[src/rtl/lock_pkg.sv]
package lock_pkg;
  localparam int BTN_W = 2;

  typedef logic [BTN_W-1:0] combo_t;

  // strobes from the sampling datapath to the control
  typedef struct packed {
    logic evt;   // a new combination was sampled this cycle
    logic hit;   // the new combination equals the expected code step
  } keyStrobe_t;
endpackage

[src/rtl/lock_sampler.sv]
module lock_sampler
  import lock_pkg::*;
#(
  parameter int CODE_LEN = 5,
  parameter logic [CODE_LEN*BTN_W-1:0] CODE = {2'b00, 2'b01, 2'b00, 2'b10, 2'b00},
  parameter int ST_W = $clog2(CODE_LEN + 2)
) (
  input  logic            clk,
  input  logic            rst,
  input  combo_t          keys,
  input  logic [ST_W-1:0] stepIdx,
  output keyStrobe_t      strobe
);
  combo_t prevQ;
  logic   validQ;
  combo_t expected;
  logic   inCode;

  always_ff @(posedge clk) begin
    if (rst) begin
      prevQ  <= '0;
      validQ <= 1'b0;
    end else begin
      prevQ  <= keys;
      validQ <= 1'b1;
    end
  end

  // pick the expected combination for the current progress index
  always_comb begin
    expected = '0;
    inCode   = 1'b0;
    for (int i = 0; i < CODE_LEN; i++) begin
      if (stepIdx == ST_W'(i)) begin
        expected = CODE[i*BTN_W +: BTN_W];
        inCode   = 1'b1;
      end
    end
  end

  always_comb begin
    strobe.evt = !validQ || (keys != prevQ);
    strobe.hit = strobe.evt && inCode && (keys == expected);
  end
endmodule

[src/rtl/lock_ctrl.sv]
module lock_ctrl
  import lock_pkg::*;
#(
  parameter int CODE_LEN = 5,
  parameter int ST_W = $clog2(CODE_LEN + 2)
) (
  input  logic            clk,
  input  logic            rst,
  input  keyStrobe_t      strobe,
  output logic [ST_W-1:0] stepIdx,
  output logic            unlock,
  output logic            alarm
);
  localparam logic [ST_W-1:0] OPEN_IDX  = ST_W'(CODE_LEN);
  localparam logic [ST_W-1:0] ALARM_IDX = ST_W'(CODE_LEN + 1);

  logic [ST_W-1:0] stateQ;   // Gray-coded progress
  logic [ST_W-1:0] stateD;
  logic [ST_W-1:0] idxNow;
  logic [ST_W-1:0] idxNext;

  // Gray to binary
  always_comb begin
    for (int i = 0; i < ST_W; i++) begin
      idxNow[i] = ^(stateQ >> i);
    end
  end

  always_comb begin
    idxNext = idxNow;
    if (idxNow > ALARM_IDX) begin
      idxNext = ALARM_IDX;                 // unused code, fall to safe state
    end else if (idxNow != OPEN_IDX && idxNow != ALARM_IDX && strobe.evt) begin
      idxNext = strobe.hit ? idxNow + 1'b1 : ALARM_IDX;
    end
    stateD = idxNext ^ (idxNext >> 1);     // binary to Gray
  end

  always_ff @(posedge clk) begin
    if (rst) stateQ <= '0;
    else     stateQ <= stateD;
  end

  assign stepIdx = idxNow;
  assign unlock  = (idxNow == OPEN_IDX);
  assign alarm   = (idxNow == ALARM_IDX);
endmodule

[src/rtl/combo_lock_top.sv]
module combo_lock_top
  import lock_pkg::*;
#(
  parameter int CODE_LEN = 5,
  parameter logic [CODE_LEN*BTN_W-1:0] CODE = {2'b00, 2'b01, 2'b00, 2'b10, 2'b00}
) (
  input  logic clk,
  input  logic rst,
  input  logic btnA,
  input  logic btnB,
  output logic unlock,
  output logic alarm
);
  localparam int ST_W = $clog2(CODE_LEN + 2);

  keyStrobe_t      strobe;
  logic [ST_W-1:0] stepIdx;
  combo_t          keys;

  assign keys = {btnA, btnB};

  lock_sampler #(.CODE_LEN(CODE_LEN), .CODE(CODE), .ST_W(ST_W)) i_sampler (
    .clk(clk), .rst(rst), .keys(keys), .stepIdx(stepIdx), .strobe(strobe)
  );

  lock_ctrl #(.CODE_LEN(CODE_LEN), .ST_W(ST_W)) i_ctrl (
    .clk(clk), .rst(rst), .strobe(strobe), .stepIdx(stepIdx),
    .unlock(unlock), .alarm(alarm)
  );
endmodule

[config.mk]
export PLATFORM = sky130hd
export DESIGN_NAME = combo_lock_top
export DESIGN_NICKNAME = d
export VERILOG_FILES = /design/src/rtl/lock_pkg.sv /design/src/rtl/lock_sampler.sv /design/src/rtl/lock_ctrl.sv /design/src/rtl/combo_lock_top.sv
export SDC_FILE = /design/constraint.sdc
export NUM_CORES = 1
export LEC_CHECK = 0
export ABC_AREA = 1
export BUFFER_PORTS_ARGS = -buffer_cell sky130_fd_sc_hd__buf_2
export CAP_MARGIN = 40
export CORE_AREA = 2 2 39 41
export CTS_BUF_LIST = sky130_fd_sc_hd__clkbuf_16
export DETAILED_ROUTE_END_ITERATION = 16
export DIE_AREA = 0 0 41 43
export PLACE_DENSITY = 0.65
export SYNTH_ARGS = -nofsm -noshare
export SYNTH_HDL_FRONTEND = slang
export SYNTH_HIERARCHICAL = 1
export SYNTH_SLANG_ARGS = --single-unit
[constraint.sdc]
create_clock -name clk -period 1.6 [get_ports clk]
set_input_delay 0 -clock clk [delete_from_list [all_inputs] [get_ports clk]]
set_output_delay 0 -clock clk [all_outputs]
set_load 0.01 [all_outputs]
==> results of run 1 <==
==> layer usage <==
layer | global-route usage (%) | vias to the layer above | wire [um]
li1 | - | 287 | -
met1 | 17.5 | 231 | 457
met2 | 24.4 | 10 | 608
met3 | 4.71 | 0 | 46
met4 | 7.33 | 0 | 0
met5 | 0 | - | 0
==> final cells by class <==
class                           instances  area share (%)
Clock buffer                            3            9.82
Clock inverter                          1           0.491
Inverter                               19            9.33
Multi-Input combinational cell         57            45.8
Sequential cell                         6            16.5
Tap cell                               16            2.62
Timing Repair Buffer                   17            15.4
==> where the power goes <==
part | total [mW] | switching [mW] | internal (mW)
Combinational | 1.34 | 0.727 | 0.617
Sequential | 0.255 | 0.0504 | 0.205
Clock | 0.406 | 0.0822 | 0.324
==> critical path, stage by stage, from the launching register on <==
cell and delay [ns]:
dfxtp_2 0.32, inv_2 0.08, nand2_1 0.05, nand3b_1 0.11, nand2_2 0.10, inv_2 0.06, inv_2 0.03, nor2_2 0.08
nand2_1 0.05, nand2_1 0.07, nand3_2 0.08, nor2_4 0.12, buf_4 0.11, nand2_1 0.04, nand2_1 0.07, nand3_2 0.09
nor2_2 0.15, nor2_2 0.06
==> final timing paths <==
kind / slack (ns) / end / startpoint / cells after the start
worst max-delay path: -0.19 / i_ctrl/stateQ[1] / i_ctrl/stateQ[1] / 17
worst min-delay path: 0.07 / i_sampler/prevQ[1] / btnA / 3
worst max register to register: -0.19 / i_ctrl/stateQ[1] / i_ctrl/stateQ[1] / 17
worst min register to register: 0.74 / i_ctrl/stateQ[2] / i_ctrl/stateQ[1] / 6
==> cells by family (layout without fill, tap and decap cells) <==
kind of cell / count (synthesis) / after routing / synth area share (%)
AO/OA/AOI/OAI: 1 / 1 / 1.03
XOR/XNOR: 1 / 1 / 1.80
adder cells (fa/ha/maj): 3 / 3 / 7.71
buffers and inverters: 20 / 40 / 16.2
flip-flops: 6 / 6 / 24.7
AND/OR/NAND/NOR: 52 / 52 / 48.6
==> repair_timing <==
item / 4_1_cts / 5_1_grt
resized for setup: 5 / 8
endpoints found under the setup margin: 3 / 4
hold endpoints to repair: 3 / 0
hold buffers: 1 / 0
setup buffers: 4 / 3
pin swaps: 13 / 5
==> layout by cell type, fill, tap and decap left out, types with 4 or more instances in the layout <==
cell type and count:
nand2_1 28, inv_1 12, buf_4 11, inv_2 8, buf_2 5, nand3_2 4
nor2_2 4, nand3_1 4
==> metrics by stage <==
step / cells / hold WS [ns] / instance area (um2) / setup slack (ns) / utilization [%]
3_5_place_dp: 107 / 0.197 / 576 / -0.235 / 41.6
2_1_floorplan: 83 / 0.0565 / 508 / -0.0327 / -
5_1_grt: 119 / 0.117 / 764 / -0.367 / 55.2
3_3_place_gp: 107 / 0.195 / 576 / -0.196 / 41.6
4_1_cts: 116 / 0.0733 / 712 / -0.170 / 51.4
6_report: 119 / 0.0735 / 764 / -0.188 / 55.2
==> flip-flops by register name (all words and copies together), names as in the netlist <==
| name | cells |
|---|---|
| i_sampler/prevQ | 2 |
| i_ctrl/stateQ | 3 |
| i_sampler/validQ | 1 |
==> impl_metrics.json, run 1 <==
{
  "final_max_slew_viol_count": 0,
  "num_io_pins": 6,
  "synth_area_leader_cell": "dfxtp_1",
  "dr.pass1.iters": 4,
  "antenna_found_initial": 0,
  "synth_seq_cells": 6,
  "die_area_um2": 1760,
  "hold_path.class": "input pin to flip-flop",
  "via_count": 528,
  "cts.htree.levels": 1,
  "io_buffers": 5,
  "initialDrtViolationCount": 10,
  "dp.final_hpwl_um": 770,
  "critPathRequiredTime_ns": 1.72,
  "num_antenna_cells": 0,
  "fillers": 142,
  "die_w_um": 41,
  "irDropWorstVdd_mv": 1.24,
  "violations": "setup timing",
  "fin_skew_ns": 0.00540,
  "max-cap-violations": 0,
  "core-area_um2": 1380,
  "post-route-drc-count": 0,
  "synth_cells": 83,
  "cts_root_buffer": "clkbuf_16",
  "fin_total_pwr_mw": 2.00,
  "ys_seq_area_share_pct": 24.7,
  "clock_sinks": 6,
  "grt_setup_unrepaired": "true",
  "cts_buffer_depth": 2,
  "setup_viol": 4,
  "grt_use_total_pct": 15.3,
  "synth.top_cells.by_count": "29 x nand2_1, 18 x inv_1, 8 x nand3_1",
  "grt_overflow": 0,
  "multi_input_area_um2": 350,
  "grt_pass1_vias": 517,
  "synth_edf_count": 0,
  "fin_crit_ns": 1.79,
  "critPathLaunchType": "flip-flop",
  "hold_viol_final": 0,
  "start_util_pct": 35.2,
  "syn_to_final_growth_pct": 57.1,
  "synth_top_cell_area_share_pct": 24.7,
  "cp_max_fo": 4,
  "fmax_ghz": 0.559,
  "timing.final.crit_share_pct": 112,
  "ys.flop_type": "dfxtp_1",
  "grt_pass1_wl_um": 1850,
  "clock_latency_ns": 0.23,
  "vias_per_cell": 4.44,
  "cts_buffers": 3,
  "ys_types": 15,
  "worstSetupEndpointType": "flip-flop",
  "place_congestion": 0.777,
  "drtAntennaViolNets": 0,
  "clk_pin_slew_ns": 0.04,
  "worst_slack_ns": -0.188,
  "die_h_um": 43,
  "cts_tree": "built",
  "yosys-top-cells-area": "dfxtp_1 25%, nand2_1 22%, inv_1 14%, nand3_1 8.2%, ha_1 7.7%",
  "syn-num-nets": 90,
  "area.sequential_um2": 126,
  "crit_arrival_ns": 1.90,
  "layout-drive-gt1-share_pct": 44.7,
  "syn_area_per_cell_um2": 5.86,
  "syn-cell-area_um2": 487,
  "status": "complete, but fails checks",
  "rows": 14,
  "leakagePower_nw": 0.446,
  "postSynth.asyncResetShare_pct": 0,
  "p_per_area_nw_per_um2": 2620,
  "wl_um": 1110,
  "routedWlPerCell_um": 9.34,
  "tns_ns": -0.488,
  "yosysMostFrequentCell": "nand2_1",
  "tightest_slew_ns": 0.255,
  "yosysWarnings": 6,
  "worst-setup-path-type": "flip-flop to flip-flop",
  "grt_max_degree": 6,
  "layout.nets": 111,
  "slew_headroom_pct": 82.9
}
No activity file was read; power rests on OpenSTA's default activity.
==> inputs of run 2 (changes only) <==
Settings changed: ABC_AREA 1 to unset, CTS_BUF_LIST sky130_fd_sc_hd__clkbuf_16 to sky130_fd_sc_hd__clkbuf_4 sky130_fd_sc_hd__clkbuf_8, PLACE_DENSITY 0.65 to 0.62.
==> run 2 against run 1 <==
Compared with the run above:
- the flow still finishes with violations (setup timing)
- clock-buffer cell count increased by 1
- wire length is 21% lower
- non-clock buffer count is 5 higher
- worst setup slack got worse by 0.21 ns
- critical endpoint unchanged
- largest cell class unchanged
- critical path depth fell by 7
- hold slack got worse by 0.015 ns
- combinational power grew 6%
==> impl_metrics.json, run 2 <==
{
  "dp_cells": 86,
  "layout.nets": 84,
  "initialDrtViolationCount": 8,
  "fmax_ghz": 0.501,
  "antenna_found_initial": 0,
  "synth_area_leader_cell": "dfxtp_1",
  "grt_setup_unrepaired": "true",
  "status": "complete, but fails checks",
  "yosysMostFrequentCell": "dfxtp_1",
  "routedWlPerCell_um": 9.54,
  "num_io_pins": 6,
  "dp.final_hpwl_um": 734,
  "final_cell_mix": "15 x buf_4, 4 x clkbuf_4, 4 x xnor2_1, 4 x buf_2",
  "rr_worst_depth": 10,
  "max-cap-violations": 0,
  "fin_crit_ns": 1.99,
  "ys.flop_type": "dfxtp_1",
  "cts_buffer_depth": 2,
  "grt_use_total_pct": 12.3,
  "tns_ns": -1.23,
  "worst-setup-path-type": "flip-flop to flip-flop",
  "vias_per_cell": 4.71,
  "reg_top3": "i_ctrl/stateQ: 3 flops, i_sampler/prevQ: 2 flops, i_sampler/validQ: 1 flops",
  "yosysWarnings": 6,
  "grt_max_degree": 7,
  "combPwrFrac_pct": 77.5,
  "syn-cell-area_um2": 449,
  "synth.top_cells.by_count": "6 x dfxtp_1, 5 x xnor2_1, 4 x nand2_1",
  "p_clk_share_pct": 9.3,
  "cts_root_buffer": "clkbuf_4",
  "syn_to_final_growth_pct": 59.3,
  "reg2reg_from": "i_ctrl/stateQ[2]",
  "leakagePower_nw": 0.308,
  "start_util_pct": 32.5,
  "worstSetupEndpointType": "flip-flop",
  "hold_path_end": "i_sampler/prevQ[0]",
  "stdcell_area_um2": 716,
  "layout-drive-gt1-share_pct": 55.3,
  "core-area_um2": 1380,
  "p_int_mw": 1.14,
  "synth_edf_count": 0,
  "crit_arrival_ns": 2.17,
  "cp_max_fo": 4,
  "hold_path_depth": 2,
  "postSynth.asyncResetShare_pct": 0,
  "wl_um": 878,
  "timing.final.crit_share_pct": 125,
  "grt_overflow": 0,
  "die_w_um": 41,
  "netSwitchingFraction_pct": 37.4,
  "rows": 14,
  "cts_tree": "built",
  "syn-num-nets": 58,
  "critPathLaunchType": "flip-flop",
  "syn_area_per_cell_um2": 8.81,
  "drtAntennaViolNets": 0,
  "hold_slack_ns": 0.0585,
  "slew_headroom_pct": 83.2,
  "synth_cells": 51,
  "r2r_slack_ns": -0.39,
  "dr.pass1.iters": 2,
  "grt_pass1_wl_um": 1440,
  "top_register": "i_ctrl/stateQ",
  "holdCritStartpoint": "btnB",
  "grt_pass1_vias": 394,
  "switchingPower_mw": 0.683,
  "stdcell_count": 92,
  "clock_latency_ns": 0.25,
  "place_congestion": 0.761,
  "clock_sinks": 6,
  "ys_seq_area_share_pct": 26.7,
  "via_count": 433,
  "p_seq_share_pct": 13.2,
  "final_max_slew_viol_count": 0,
  "cts_buffers": 3,
  "fillers": 139,
  "setup_viol": 4,
  "hold_viol_final": 0,
  "die_h_um": 43,
  "largest_reg_flops": 3,
  "fin_total_pwr_mw": 1.83,
  "num_antenna_cells": 0,
  "final_common_cell": "buf_4",
  "worst_slack_ns": -0.395,
  "irDropWorstVdd_mv": 1.48,
  "critPathRequiredTime_ns": 1.78,
  "yosys-top-cells-area": "dfxtp_1 27%, xnor2_1 9.7%, ha_1 8.4%, xnor2_2 7.2%, a21oi_1 3.3%",
  "p_per_area_nw_per_um2": 2550,
  "fin_skew_ns": 0.00965,
  "clk_pin_slew_ns": 0.05,
  "cts.htree.levels": 1,
  "placed_area_um2": 624,
  "ys_types": 28,
  "io_buffers": 5,
  "die_area_um2": 1760,
  "r2r-end": "i_ctrl/stateQ[1]",
  "violations": "setup timing",
  "synth_seq_cells": 6,
  "synth_top_cell_area_share_pct": 26.7,
  "place_ws_ns": -0.373,
  "fin_util_pct": 51.7,
  "post-route-drc-count": 0,
  "tightest_slew_ns": 0.249,
  "hold_path.class": "input pin to flip-flop"
}
==> run 2: power groups by stage <==
stage	Sequential [mW]	Clock, mW	Combinational, mW
after floorplan	0.259	0	0.752
after global placement	0.244	0	1.19
after detailed placement	0.246	0	1.21
after CTS	0.243	0.175	1.30
after global routing	0.243	0.182	1.58
final	0.241	0.170	1.42
==> run 2: worst max-delay path, stage by stage (launching register included) <==
cell and delay [ns]:
dfxtp_4 0.37, xnor2_4 0.14, buf_4 0.14, buf_6 0.11, xnor2_4 0.18, inv_2 0.06, ha_2 0.18, o21ai_2 0.18
nand4_1 0.14, a211o_1 0.31, a21oi_1 0.13
==> run 2: cell families after synthesis <==
logic type	after synthesis	share of synthesized area, %
XOR/XNOR	7	17.0
flip-flops	6	26.7
AND/OR/NAND/NOR	19	24.0
buffers and inverters	5	5.01
adder cells (fa/ha/maj)	3	8.36
AO/OA/AOI/OAI	11	18.9
==> run 2: repair_timing <==
item / CTS / global route
setup buffers: 0 / 1
setup endpoints to repair: 5 / 5
hold endpoints to repair: 5 / 0
hold buffers: 1 / 0
gates resized for setup: 3 / 6
pin swaps: 1 / 2
==> run 2: how the worst max path moves through the flow <==
stage | startpoint | to | depth (start not counted)
3_5_place_dp | i_ctrl/stateQ[2] | i_ctrl/stateQ[1] | 9
2_1_floorplan | i_ctrl/stateQ[2] | i_ctrl/stateQ[1] | 9
3_3_place_gp | i_ctrl/stateQ[2] | i_ctrl/stateQ[1] | 9
6_report | i_ctrl/stateQ[2] | i_ctrl/stateQ[1] | 10
4_1_cts | i_ctrl/stateQ[2] | i_ctrl/stateQ[1] | 9
5_1_grt | i_ctrl/stateQ[2] | i_ctrl/stateQ[1] | 9
==> run 2: area by class of cell <==
type                    count  area (um2)  share of cell area (%)
multi-input cells          40         359                    50.2
clock buffers               4        30.0                    4.20
repair buffers             22         165                    23.1
inverters                   4        15.0                    2.10
well taps                  16        20.0                    2.80
flip-flops and latches      6         126                    17.7
==> run 2: per-layer routing <==
| metal | vias up | share of wire, % | GRT usage, % |
|---|---|---|---|
| li1 | 231 | - | - |
| met1 | 200 | 44 | 13.2 |
| met2 | 2 | 54 | 20.6 |
| met3 | 0 | 1.7 | 4.71 |
| met4 | 0 | 0 | 4.00 |
| met5 | - | 0 | 0 |
